$ cat config.mk
export PLATFORM = sky130hd
export DESIGN_NAME = bus_cycle_seq
export DESIGN_NICKNAME = d
export VERILOG_FILES = /design/src/rtl/busseq_pkg.sv /design/src/rtl/busseq_fsm.sv /design/src/rtl/busseq_outdec.sv /design/src/rtl/bus_cycle_seq.sv
export SDC_FILE = /design/constraint.sdc
export NUM_CORES = 1
export LEC_CHECK = 0
export ABC_AREA = 1
export BUFFER_PORTS_ARGS = -buffer_cell sky130_fd_sc_hd__buf_4
export CAP_MARGIN = 40
export CORE_MARGIN = 3
export CORE_UTILIZATION = 40
export CTS_BUF_LIST = sky130_fd_sc_hd__clkbuf_8
export DETAILED_ROUTE_END_ITERATION = 6
export PLACE_DENSITY = 0.67
export SLEW_MARGIN = 5
export SYNTH_ARGS = -nofsm -noshare
export SYNTH_HDL_FRONTEND = slang
export SYNTH_SLANG_ARGS = --single-unit
export TNS_END_PERCENT = 1
$ cat constraint.sdc
create_clock -name clk -period 1.6 [get_ports clk]
set_input_delay 0.24 -clock clk [delete_from_list [all_inputs] [get_ports clk]]
set_output_delay 0.24 -clock clk [all_outputs]
set_load 0.02 [all_outputs]
$ cat src/rtl/busseq_pkg.sv
package busseq_pkg;

  typedef enum logic [2:0] {
    K_FETCH = 3'd0,
    K_MRD   = 3'd1,
    K_MWR   = 3'd2,
    K_IORD  = 3'd3,
    K_IOWR  = 3'd4,
    K_INTA  = 3'd5
  } cyc_kind_e;

  typedef enum logic [3:0] {
    ST_IDLE, ST_T1, ST_T2, ST_TW, ST_T3, ST_T4, ST_T5, ST_T6, ST_HOLD
  } tstate_e;

  function automatic logic kind_is_write(input logic [2:0] k);
    return (k == K_MWR) || (k == K_IOWR);
  endfunction

  function automatic logic kind_is_io(input logic [2:0] k);
    return (k == K_IORD) || (k == K_IOWR) || (k == K_INTA);
  endfunction

  function automatic logic kind_is_read(input logic [2:0] k);
    return (k == K_FETCH) || (k == K_MRD) || (k == K_IORD);
  endfunction

  function automatic logic kind_has_status1(input logic [2:0] k);
    return !kind_is_write(k);
  endfunction

  function automatic logic kind_has_status0(input logic [2:0] k);
    return (k == K_FETCH) || (k == K_INTA) || kind_is_write(k);
  endfunction

endpackage

$ cat src/rtl/busseq_fsm.sv
module busseq_fsm
  import busseq_pkg::*;
(
  input  logic    clk,
  input  logic    rst_n,
  input  logic    start,
  input  logic    ready_in,
  input  logic    hold_req,
  input  logic    is_fetch,
  input  logic    long_fetch,
  output tstate_e state,
  output logic    accept,
  output logic    at_boundary
);

  tstate_e state_nx;
  logic    last_t;

  always_comb begin
    last_t = ((state == ST_T3) && !is_fetch) ||
             ((state == ST_T4) && !long_fetch) ||
             (state == ST_T6);
    at_boundary = (state == ST_IDLE) || last_t;
    accept      = at_boundary && !hold_req && start;
  end

  always_comb begin
    state_nx = state;
    if (at_boundary) begin
      if (hold_req)   state_nx = ST_HOLD;
      else if (start) state_nx = ST_T1;
      else            state_nx = ST_IDLE;
    end else begin
      unique case (state)
        ST_T1:   state_nx = ST_T2;
        ST_T2:   state_nx = ready_in ? ST_T3 : ST_TW;
        ST_TW:   state_nx = ready_in ? ST_T3 : ST_TW;
        ST_T3:   state_nx = ST_T4;
        ST_T4:   state_nx = ST_T5;
        ST_T5:   state_nx = ST_T6;
        ST_HOLD: state_nx = hold_req ? ST_HOLD : ST_IDLE;
        default: state_nx = ST_IDLE;
      endcase
    end
  end

  always_ff @(posedge clk or negedge rst_n) begin
    if (!rst_n) state <= ST_IDLE;
    else        state <= state_nx;
  end


  wait_insert_chk: assert property (@(posedge clk) disable iff (!rst_n)
    ((state == ST_T2 || state == ST_TW) && !ready_in) |=> (state == ST_TW));


  hold_boundary_chk: assert property (@(posedge clk) disable iff (!rst_n)
    (state == ST_T1 || state == ST_T2 || state == ST_TW) |=> (state != ST_HOLD));


  fetch_len_chk: assert property (@(posedge clk) disable iff (!rst_n)
    (state == ST_T4 && !long_fetch) |=> (state == ST_IDLE || state == ST_T1 || state == ST_HOLD));

endmodule

$ cat src/rtl/busseq_outdec.sv
module busseq_outdec
  import busseq_pkg::*;
#(
  parameter int ADDR_W = 16,
  parameter int DATA_W = 8,
  localparam int HI_W = ADDR_W - DATA_W
) (
  input  tstate_e           state,
  input  logic [2:0]        kind,
  input  logic [ADDR_W-1:0] addr,
  input  logic [DATA_W-1:0] wdata,
  output logic [HI_W-1:0]   addr_hi,
  output logic              addr_oe,
  output logic [DATA_W-1:0] ad_out,
  output logic              ad_oe,
  output logic              ale,
  output logic              rd_n,
  output logic              wr_n,
  output logic              inta_n,
  output logic              io_m,
  output logic              s1,
  output logic              s0,
  output logic              hlda
);

  logic busy, strobe_ph;

  always_comb begin
    busy      = (state != ST_IDLE) && (state != ST_HOLD);
    strobe_ph = (state == ST_T2) || (state == ST_TW) || (state == ST_T3);
    hlda      = (state == ST_HOLD);
    addr_oe   = busy;
    ale       = (state == ST_T1);
    ad_oe     = (state == ST_T1) || (strobe_ph && kind_is_write(kind));
    ad_out    = (state == ST_T1) ? addr[DATA_W-1:0] : wdata;
    addr_hi   = kind_is_io(kind) ? HI_W'(addr[DATA_W-1:0]) : addr[ADDR_W-1:DATA_W];
    rd_n      = !(strobe_ph && kind_is_read(kind));
    wr_n      = !(strobe_ph && kind_is_write(kind));
    inta_n    = !(strobe_ph && (kind == K_INTA));
    io_m      = busy && kind_is_io(kind);
    s1        = busy && kind_has_status1(kind);
    s0        = busy && kind_has_status0(kind);
  end

endmodule

$ cat src/rtl/bus_cycle_seq.sv
module bus_cycle_seq
  import busseq_pkg::*;
#(
  parameter int ADDR_W = 16,
  parameter int DATA_W = 8,
  localparam int HI_W = ADDR_W - DATA_W
) (
  input  logic              clk,
  input  logic              rst_n,
  input  logic              req_valid,
  input  logic [2:0]        req_kind,
  input  logic [ADDR_W-1:0] req_addr,
  input  logic [DATA_W-1:0] req_wdata,
  input  logic              req_long,
  output logic              req_ready,
  output logic              done,
  output logic [DATA_W-1:0] rdata,
  input  logic              ready_in,
  input  logic              hold_req,
  output logic              hlda,
  output logic [HI_W-1:0]   addr_hi,
  output logic              addr_oe,
  output logic [DATA_W-1:0] ad_out,
  output logic              ad_oe,
  input  logic [DATA_W-1:0] ad_in,
  output logic              ale,
  output logic              rd_n,
  output logic              wr_n,
  output logic              inta_n,
  output logic              io_m,
  output logic              s1,
  output logic              s0
);

  tstate_e           state;
  logic              accept, at_boundary;
  logic [2:0]        kind_q;
  logic [ADDR_W-1:0] addr_q;
  logic [DATA_W-1:0] wdata_q;
  logic              long_q;
  logic              done_nx;
  logic [DATA_W-1:0] rdata_nx;

  busseq_fsm u_fsm (
    .clk         (clk),
    .rst_n       (rst_n),
    .start       (req_valid),
    .ready_in    (ready_in),
    .hold_req    (hold_req),
    .is_fetch    (kind_q == K_FETCH),
    .long_fetch  (long_q),
    .state       (state),
    .accept      (accept),
    .at_boundary (at_boundary)
  );

  busseq_outdec #(.ADDR_W(ADDR_W), .DATA_W(DATA_W)) u_dec (
    .state   (state),
    .kind    (kind_q),
    .addr    (addr_q),
    .wdata   (wdata_q),
    .addr_hi (addr_hi),
    .addr_oe (addr_oe),
    .ad_out  (ad_out),
    .ad_oe   (ad_oe),
    .ale     (ale),
    .rd_n    (rd_n),
    .wr_n    (wr_n),
    .inta_n  (inta_n),
    .io_m    (io_m),
    .s1      (s1),
    .s0      (s0),
    .hlda    (hlda)
  );

  assign req_ready = at_boundary && !hold_req;

  always_ff @(posedge clk or negedge rst_n) begin
    if (!rst_n) begin
      kind_q  <= 3'd0;
      addr_q  <= '0;
      wdata_q <= '0;
      long_q  <= 1'b0;
    end else if (accept) begin
      kind_q  <= req_kind;
      addr_q  <= req_addr;
      wdata_q <= req_wdata;
      long_q  <= req_long && (req_kind == K_FETCH);
    end
  end

  always_comb begin
    done_nx  = (state == ST_T3);
    rdata_nx = rdata;
    if ((state == ST_T3) && kind_is_read(kind_q)) rdata_nx = ad_in;
  end

  always_ff @(posedge clk or negedge rst_n) begin
    if (!rst_n) begin
      done  <= 1'b0;
      rdata <= '0;
    end else begin
      done  <= done_nx;
      rdata <= rdata_nx;
    end
  end


  one_strobe_chk: assert property (@(posedge clk) disable iff (!rst_n)
    $countones({~rd_n, ~wr_n, ~inta_n}) <= 1);


  hold_float_chk: assert property (@(posedge clk) disable iff (!rst_n)
    hlda |-> (!addr_oe && !ad_oe && !ale));


  ale_single_chk: assert property (@(posedge clk) disable iff (!rst_n)
    ale |=> !ale);


  done_pulse_chk: assert property (@(posedge clk) disable iff (!rst_n)
    done |=> !done);


  idle_status_chk: assert property (@(posedge clk) disable iff (!rst_n)
    !addr_oe |-> (!s1 && !s0 && rd_n && wr_n && inta_n));

endmodule

==> results.ini, run 1 <==
[run_status]
outcome=finished, violations left
violations=negative setup slack

[cells_and_area]
final_cell_mix=105 x nand2_1, 82 x buf_4, 40 x dfrtp_1
antenna-diode-count=0
drive_gt1_frac=0.390
final_common_cell=nand2_1
design_area_um2=2950
nNetsFinal=396
syn_to_final_growth_pct=44.5

[worst_setup_path]
crit_path_start_kind=flip-flop
path_class=flip-flop to output pin
r2r_cells=9
worst_path_max_delay_cell=dfrtp_1
r2r-start=u_fsm.state[1]
timing.rr.end=addr_q[10]
crit_path_max_fanout=16
worstPathRequired_ns=1.36
max_stage_delay_ns=0.43
path_cells=nor2_2, inv_2, nor3_4, inv_4, nand2_1, o21ai_2, buf_4
arrival_ns=1.56
cp-end-kind=output pin
reg2reg_slack_ns=0.10

[hold_path]
whs_path_depth=3
hp-start=req_addr[9]
hp-class=input port to flip-flop
hold-path-endpoint=addr_q[9]

[yosys]
ys_seq_elements=41
synth.avg_cell_area_um2=7.59
synth.distinct_cells=23
syn_area_um2=2040
synthCells=269
syn_nets=310
ys_seq_area_frac=0.502
ys_warn_count=0

[global_routing]
antenna_found_initial=0
grt_pass1_vias=2054
grt_max_degree=42
grt_overflow_total=0
grt_pass1_wl_mm=9.06
grt_use_total=0.187

[floorplan]
fp.dieH_um=77.5
pin_count=77
core_area_um2=4820
die-area_um2=6000
fp-row-count=25
start_util=0.424
dieWidth_um=77.5

[sta]
fmax_ghz=0.555
hold_ws_ns=0.163
slew_violations=0
relSlewSlack=0.652
rsz0062_at_grt=true
tightest_slew_ns=0.522
fin_ws_ns=-0.201
setup_viol=26
fin_skew_ns=0.00885
period_needed_ns=1.80
hold_viol=0
min_period_over_period=1.13

[place]
gp_congestion=0.824
dp_slack_ns=0.0645
place.port_buffers=76
post_dp_cell_area_um2=2770
dpl.hpwl_mm=4.02

[pwr]
ir_worst_vdd_mv=1.37
p_leak_nw=1.59
power_density_nw_per_um2=2070

[clocking]
cts_htree_levels=2
clk-insertion-delay-late_ns=0.30
cts.sink_count=41
clkSlewWorstSetupHoldPaths_ns=0.08
ctsRootBufferMaster=clkbuf_8
cts_tree=built
cts_inserted_buffers=5
clockBufferDepth=2

[drt]
wirelength_mm=5.42
via_count=2040
drt-wirelength-per-cell_um=12.8
drc=0
avgViaCountPerCell=4.82
first_pass_iters=4
ant_nets=0
drt-initial-drc-count=75

[job]
maxCapViolations=0

[worst max-delay path by stage]
stage	cells after the start	start	slack, ns	end
2_1_floorplan	7	kind_q[2]	-0.09	addr_hi[0]
3_3_place_gp	7	kind_q[2]	0.02	addr_hi[2]
3_5_place_dp	7	u_fsm.state[3]	0.06	ad_out[4]
4_1_cts	7	u_fsm.state[3]	-0.21	ad_out[4]
5_1_grt	7	u_fsm.state[3]	-0.31	ad_out[1]
6_report	7	u_fsm.state[3]	-0.20	ad_out[4]
[worst max-delay path, delay by kind of cell, from the launching register on]
kind / cells / cell delay (ns)
compound gates: 1 / 0.06
flops: 1 / 0.43
simple gates: 3 / 0.42
buf+inv: 3 / 0.35
[logic make-up after synthesis]
group           Yosys count  synth area share
buf+inv                  39            0.0876
flops                    41             0.502
simple gates            167             0.352
compound gates           22            0.0576
[cells in the mapped netlist (all sizes together)]
cell type / count / area, µm²
nand2: 114 / 438
dfrtp: 41 / 1030
nand3: 38 / 203
inv: 26 / 97.6
o21ai: 17 / 85.1
buf: 11 / 73.8
nor2: 10 / 40.0
a21oi: 3 / 18.8
nor3: 3 / 26.3
clkbuf: 2 / 7.51
nand4: 1 / 6.26
nor4: 1 / 6.26
o21bai: 1 / 7.51
o22ai: 1 / 6.26
[layout make-up]
type | instances | area [µm²]
sequential | 41 | 1030
tap | 67 | 83.8
clock inverter | 3 | 17.5
fill | 488 | 1870
multi-input combinational | 189 | 915
timing repair buffer | 92 | 736
clock buffer | 5 | 68.8
inverter | 26 | 103
[state kept, by name (all words and copies together), names as in the netlist]
signal / flops
addr_q: 16
kind_q: 3
done: 1
u_fsm.state: 4
rdata: 8
wdata_q: 8
long_q: 1
[power breakdown]
part           leakage, nW  switching, mW  internal [mW]  total (mW)
Clock               0.0439          0.373          0.301       0.675
Sequential           0.495          0.289           1.47        1.76
Combinational         1.05           2.16           1.50        3.67
[repair_timing]
item | in CTS | in global routing
hold buffers | 1 | 0
buffers inserted | 0 | 0
setup endpoints to repair | 26 | 34
resized for setup | 27 | 11
pin swaps | 1 | 0
hold endpoints to repair | 41 | 0
[layer usage]
layer	track usage	up-vias	wire (µm)
met3	0.0534	4	382
met1	0.223	950	2230
li1	-	1016	-
met5	0	-	0
met2	0.326	70	2780
met4	0.0569	0	29
[through the flow]
step	std cells	setup TNS (ns)	util	power, mW
after floorplan	269	-1.16	-	3.78
after global routing	423	-5.86	0.612	6.57
after global placement	414	0	0.575	5.13
final	423	-2.96	0.612	6.10
after CTS	423	-3.20	0.606	6.07
after detailed placement	414	0	0.575	5.17
Power figures use the tool's default switching activity.
==> inputs of run 2 (changes only) <==
--- a/config.mk
+++ b/config.mk
@@ -9,10 +9,11 @@
 export BUFFER_PORTS_ARGS = -buffer_cell sky130_fd_sc_hd__buf_4
 export CAP_MARGIN = 40
 export CORE_MARGIN = 3
-export CORE_UTILIZATION = 40
+export CORE_UTILIZATION = 51
 export CTS_BUF_LIST = sky130_fd_sc_hd__clkbuf_8
+export CTS_CLUSTER_DIAMETER = 40
 export DETAILED_ROUTE_END_ITERATION = 6
-export PLACE_DENSITY = 0.67
+export PLACE_DENSITY = 0.83
 export SLEW_MARGIN = 5
 export SYNTH_ARGS = -nofsm -noshare
 export SYNTH_HDL_FRONTEND = slang
==> run 2 against run 1 <==
  * The flow still finishes with violations (negative setup slack)
  * Combinational power up 2%
  * Non-clock buffer count unchanged
  * Clock power grew 20%
  * Via count grew 0.88%
  * Worst hold slack improved by 0.0067 ns
  * Core utilization rose by 18 points
  * Critical path type unchanged
  * Highest routed layer unchanged
==> results.ini, run 2 (synthesis results as in run 1) <==
[run_status]
outcome=finished, violations left
violations=negative setup slack

[sta]
min_period_over_period=1.16  ; +0.0385
rsz0062_at_grt=true
hold_viol=0  ; unchanged
setup_viol=25  ; -3.8%
fmax_ghz=0.537  ; -3.3%
hold_ws_ns=0.170  ; +0.00666 ns
fin_ws_ns=-0.263  ; -0.0616 ns
fin_skew_ns=0.00369  ; -0.00516 ns
slew_violations=0  ; unchanged
relSlewSlack=0.651  ; -0.000784
period_needed_ns=1.86  ; +0.0616 ns
tightest_slew_ns=0.523  ; +0.00118 ns

[floorplan]
dieWidth_um=69.3  ; -11%
die-area_um2=4800  ; -20%
core_area_um2=3770  ; -22%
fp-row-count=22  ; -12%
start_util=0.541  ; +0.118
pin_count=77  ; unchanged
fp.dieH_um=69.3  ; -11%

[worst_setup_path]
worst_path_max_delay_cell=dfrtp_1
cp_num_buf_inv=2  ; -1
path_cells=nor2_4, nand2_2, nand2_4, clkinvlp_4, o21ai_2, buf_6
crit_path_start_kind=flip-flop
arrival_ns=1.62  ; +0.06 ns
max_stage_delay_ns=0.44  ; about the same
crit_family=flip-flops
crit_path_max_fanout=8  ; -8
worstPathRequired_ns=1.36  ; about the same
path_class=flip-flop to output pin
cp-end-kind=output pin

[pwr]
ir_worst_vdd_mv=1.25  ; -9.3%
p_leak_nw=1.60  ; +1.2%
power_density_nw_per_um2=2130  ; +2.9%

[clocking]
ctsRootBufferMaster=clkbuf_8
cts.sink_count=41  ; unchanged
clkSlewWorstSetupHoldPaths_ns=0.08  ; about the same
cts_htree_levels=2  ; unchanged
cts_inserted_buffers=5  ; unchanged
clockBufferDepth=2  ; unchanged
cts_tree=built
clk-insertion-delay-late_ns=0.29  ; about the same

[place]
dp_slack_ns=-0.0529  ; -0.117 ns
place.port_buffers=76  ; unchanged
dpl.hpwl_mm=3.79  ; -5.7%
gp_congestion=0.879  ; +6.7%
post_dp_cell_area_um2=2710  ; -2.2%

[global_routing]
grt_pass1_vias=2022  ; -1.6%
grt_overflow_total=0  ; unchanged
grt_max_degree=42  ; unchanged
grt_pass1_wl_mm=8.89  ; -1.8%
grt_use_total=0.230  ; +0.0428
antenna_found_initial=0  ; unchanged

[drt]
drt-initial-drc-count=118  ; +57%
via_count=2058  ; +0.88%
highest_layer=met4
ant_nets=0  ; unchanged
drc=0  ; unchanged
drt-wirelength-per-cell_um=13.7  ; +6.8%
first_pass_iters=4  ; unchanged
m1WireLength_mm=2.17  ; -2.7%
dr_wl_met2_mm=2.79  ; +0.40%
wl_met3_um=511  ; +34%
wirelength_mm=5.53  ; +2.0%
avgViaCountPerCell=5.09  ; +5.6%

[cells_and_area]
nFillCells=278  ; -43%
design_area_um2=2970  ; +0.76%
syn_to_final_growth_pct=45.6
nNetsFinal=397  ; +0.25%
final_cell_mix=106 x nand2_1, 85 x buf_4, 40 x dfrtp_1
multi_input_area_um2=946  ; +3.4%
largest_register_ff_count=16  ; unchanged
drive_gt1_frac=0.390  ; unchanged
seq_area_um2=1030  ; unchanged
final_common_cell=nand2_1
antenna-diode-count=0  ; unchanged
regMostFlops=addr_q
reg.largest.list=addr_q (16), rdata (8), wdata_q (8)

[job]
maxCapViolations=0  ; unchanged

[hold_path]
hp-class=input port to flip-flop

==> run 2: metrics by stage <==
stage	util	setup TNS, ns	instances	total power, mW
6_report	0.788	-4.03	404	6.33
5_1_grt	0.788	-6.24	404	6.73
4_1_cts	0.764	-4.18	401	6.06
3_5_place_dp	0.718	-0.0847	390	5.06
3_3_place_gp	0.718	-0.0316	390	4.99
2_1_floorplan	-	-1.16	269	3.78
==> run 2: area by class of cell <==
type / instances / share of cell area
Clock buffer: 5 / 0.0231
Clock inverter: 2 / 0.0118
Inverter: 26 / 0.0349
Multi-Input combinational cell: 189 / 0.318
Sequential cell: 41 / 0.346
Tap cell: 48 / 0.0202
Timing Repair Buffer: 92 / 0.244
Timing Repair inverter: 1 / 0.00253
==> run 2: what timing repair did <==
action                     4_1_cts  5_1_grt
hold endpoints to repair        41        0
buffers inserted                 2        3
gates resized for setup         20       20
hold buffers                     1        0
setup endpoints to repair       26       56
pin swaps                        2        3
cloned                           1        0
==> run 2: power by group <==
part           total, mW  leakage [nW]  switching, mW  internal, mW
combinational       3.76          1.06           2.26          1.50
sequential          1.75         0.495          0.280          1.47
clock              0.812        0.0540          0.358         0.454
total               6.33          1.60           2.90          3.42
==> run 2: worst paths after layout <==
kind	start	to	slack [ns]	depth (start not counted)
setup / recovery	kind_q[2]	addr_hi[2]	-0.26	6
hold / removal	req_addr[12]	addr_q[12]	0.17	3
setup reg to reg	kind_q[2]	addr_q[0]	0.10	9
hold reg to reg	rdata[5]	rdata[5]	0.48	2
max in group asynchronous	rst_n	kind_q[1]	0.75	2
min in group asynchronous	rst_n	done	0.45	2
==> run 2: routing by layer <==
metal	vias to the layer above	track usage
li1	1017	-
met1	943	0.257
met2	91	0.407
met3	7	0.0783
met4	0	0.0781
met5	-	0
==> run 2: tightest hold or removal path, cell delays in order <==
cell     delay, ns
buf_4         0.08
nand3_1       0.06
nand2_1       0.06
==> inputs of run 3 (changes only) <==
--- a/config.mk
+++ b/config.mk
@@ -8,13 +8,12 @@
 export ABC_AREA = 1
 export BUFFER_PORTS_ARGS = -buffer_cell sky130_fd_sc_hd__buf_4
 export CAP_MARGIN = 40
-export CORE_MARGIN = 3
 export CORE_UTILIZATION = 51
 export CTS_BUF_LIST = sky130_fd_sc_hd__clkbuf_8
 export CTS_CLUSTER_DIAMETER = 40
 export DETAILED_ROUTE_END_ITERATION = 6
 export PLACE_DENSITY = 0.83
-export SLEW_MARGIN = 5
+export SLEW_MARGIN = 10
 export SYNTH_ARGS = -nofsm -noshare
 export SYNTH_HDL_FRONTEND = slang
 export SYNTH_SLANG_ARGS = --single-unit
==> run 3 against run 2 <==
  * The flow still finishes with violations (negative setup slack)
  * Flip-flop and latch count is the same
  * Sequential share of layout area decreased by 0.57 points
  * Total power rose by 0.18%
  * Combinational power up 5%
  * Count of clock-buffer cells in the layout stayed put
  * Cell area up 1.6%
  * Sequential power hardly changed
  * Setup slack worse by 0.040 ns
  * Critical endpoint is now ad_out[7]
==> results.ini, run 3 (synthesis results as in run 1) <==
[clocking]
ctsRootBufferMaster=clkbuf_8
cts_tree=built
clk-insertion-delay-late_ns=0.30  ; about the same
cts_inserted_buffers=5  ; unchanged
cts.sink_count=41  ; unchanged
clockBufferDepth=2  ; unchanged
cts_htree_levels=2  ; unchanged
clkSlewWorstSetupHoldPaths_ns=0.07  ; about the same

[place]
post_dp_cell_area_um2=2720  ; +0.46%
dp_slack_ns=-0.00238  ; +0.0506 ns
dpl.hpwl_mm=3.60  ; -4.9%
place_inst=390  ; unchanged
gp_congestion=0.810  ; -7.8%
place.port_buffers=76  ; unchanged

[global_routing]
grt_pass1_vias=1977  ; -2.2%
grt_max_degree=42  ; unchanged
grt_overflow_total=0  ; unchanged
antenna_found_initial=0  ; unchanged
grt_pass1_wl_mm=8.74  ; -1.7%
grt_use_total=0.274  ; +0.0443

[sta]
min_period_over_period=1.19  ; +0.0249
fin_skew_ns=0.00747  ; +0.00379 ns
tightest_slew_ns=0.516  ; -0.00737 ns
tns_ns=-5.56  ; -1.53 ns
hold_ws_ns=0.168  ; -0.00175 ns
slew_violations=0  ; unchanged
rsz0062_at_grt=true
fin_ws_ns=-0.302  ; -0.0398 ns
period_needed_ns=1.90  ; +0.0398 ns
setup_viol=26  ; +4.0%
fmax_ghz=0.526  ; -2.1%
hold_viol=0  ; unchanged
relSlewSlack=0.656  ; +0.00491

[pwr]
power_density_nw_per_um2=2100  ; -1.4%
p_sw_mw=2.97  ; +2.3%
total_power_mw=6.34  ; +0.18%
p_clk_frac=0.102  ; -0.026
pwr-share-comb=0.621  ; +0.026
ir_worst_vdd_mv=1.39  ; +11%
p_leak_nw=1.63  ; +1.3%
switching_share=0.469  ; +0.00985
p_seq_frac=0.276  ; about the same
p_int_mw=3.37  ; -1.6%

[floorplan]
fp.dieH_um=65.3  ; -5.8%
start_util=0.545  ; +0.00398
core_area_um2=3740  ; -0.73%
die-area_um2=4260  ; -11%
dieWidth_um=65.3  ; -5.8%
pin_count=77  ; unchanged
fp-row-count=22  ; unchanged

[cells_and_area]
syn_to_final_growth_pct=47.9
drive_gt1_frac=0.423  ; +0.0322
antenna-diode-count=0  ; unchanged
nNetsFinal=402  ; +1.3%
reg.largest.list=addr_q (16), rdata (8), wdata_q (8)
final_common_cell=nand2_1
stdcell_count=410  ; +1.5%
regMostFlops=addr_q
largest_register_ff_count=16  ; unchanged
final_cell_mix=102 x nand2_1, 87 x buf_4, 41 x dfrtp_1
design_area_um2=3020  ; +1.6%
final_util=0.806  ; +0.0182

[job]
maxCapViolations=0  ; unchanged

[drt]
drt-initial-drc-count=123  ; +4.2%
first_pass_iters=4  ; unchanged
drt-wirelength-per-cell_um=13.8  ; +0.69%
wirelength_mm=5.65  ; +2.2%
via_count=2141  ; +4.0%
ant_nets=0  ; unchanged
avgViaCountPerCell=5.22  ; +2.5%
drc=0  ; unchanged

[worst_setup_path]
crit_path_max_fanout=3  ; -5
cp-end-kind=output pin
r2r_cells=8  ; -1
arrival_ns=1.66  ; +0.04 ns
crit_path_start_kind=flip-flop
worstPathRequired_ns=1.36  ; about the same
path_class=flip-flop to output pin

[run_status]
violations=negative setup slack
outcome=finished, violations left

[hold_path]
hp-class=input port to flip-flop
whs_path_depth=3  ; unchanged

-- run 3: changes by cell type in the layout (fill, tap and decap cells not counted), sizes merged --
cell    delta
bufinv     -1
clkinv     +2
inv        +1
buf        +4
-- run 3: area by class of cell --
cell class / count / area [µm²]
fill: 285 / 724
tap: 48 / 60.1
clock buffer: 5 / 68.8
sequential: 41 / 1030
clock inverter: 3 / 13.8
timing repair buffer: 96 / 771
multi-input combinational: 189 / 960
inverter: 26 / 106
timing repair inverter: 2 / 13.8
-- run 3: timing repair --
| action | in CTS | in global routing |
|---|---|---|
| endpoints found under the setup margin | 26 | 26 |
| hold buffers | 1 | 0 |
| pin swaps | 1 | 9 |
| cloned | 1 | 1 |
| gates resized for setup | 28 | 22 |
| buffers inserted | 1 | 8 |
| hold endpoints to repair | 41 | 0 |
-- run 3: per-layer routing --
layer / track usage / wire, µm / vias to the layer above
met4: 0.122 / 138 / 0
met5: 0 / 0 / -
met2: 0.464 / 2890 / 93
met1: 0.320 / 2150 / 1008
li1: - / - / 1028
met3: 0.0799 / 464 / 12
-- run 3: worst max-delay path: stages, from the launching register on --
cell and delay (ns):
dfrtp_1 0.42, nor2_2 0.13, inv_2 0.08, nor3_4 0.18, buf_6 0.15, buf_4 0.12
nand2_1 0.07, nand2_2 0.09, buf_6 0.12
-- run 3: worst paths after layout --
path	start	to	slack (ns)
max	u_fsm.state[3]	ad_out[7]	-0.30
min	req_addr[6]	addr_q[6]	0.17
max reg2reg	u_fsm.state[3]	wdata_q[2]	0.07
min reg2reg	addr_q[6]	addr_q[6]	0.47
max in group asynchronous	rst_n	rdata[2]	0.79
min in group asynchronous	rst_n	u_fsm.state[3]	0.46
-- run 3: power by group through the flow --
stage	sequential, mW	clock [mW]	combinational, mW
after global routing	1.79	0.709	4.26
after CTS	1.73	0.661	3.61
after detailed placement	1.74	0	3.36
after floorplan	1.79	0	1.99
after global placement	1.73	0	3.31
final	1.75	0.648	3.94
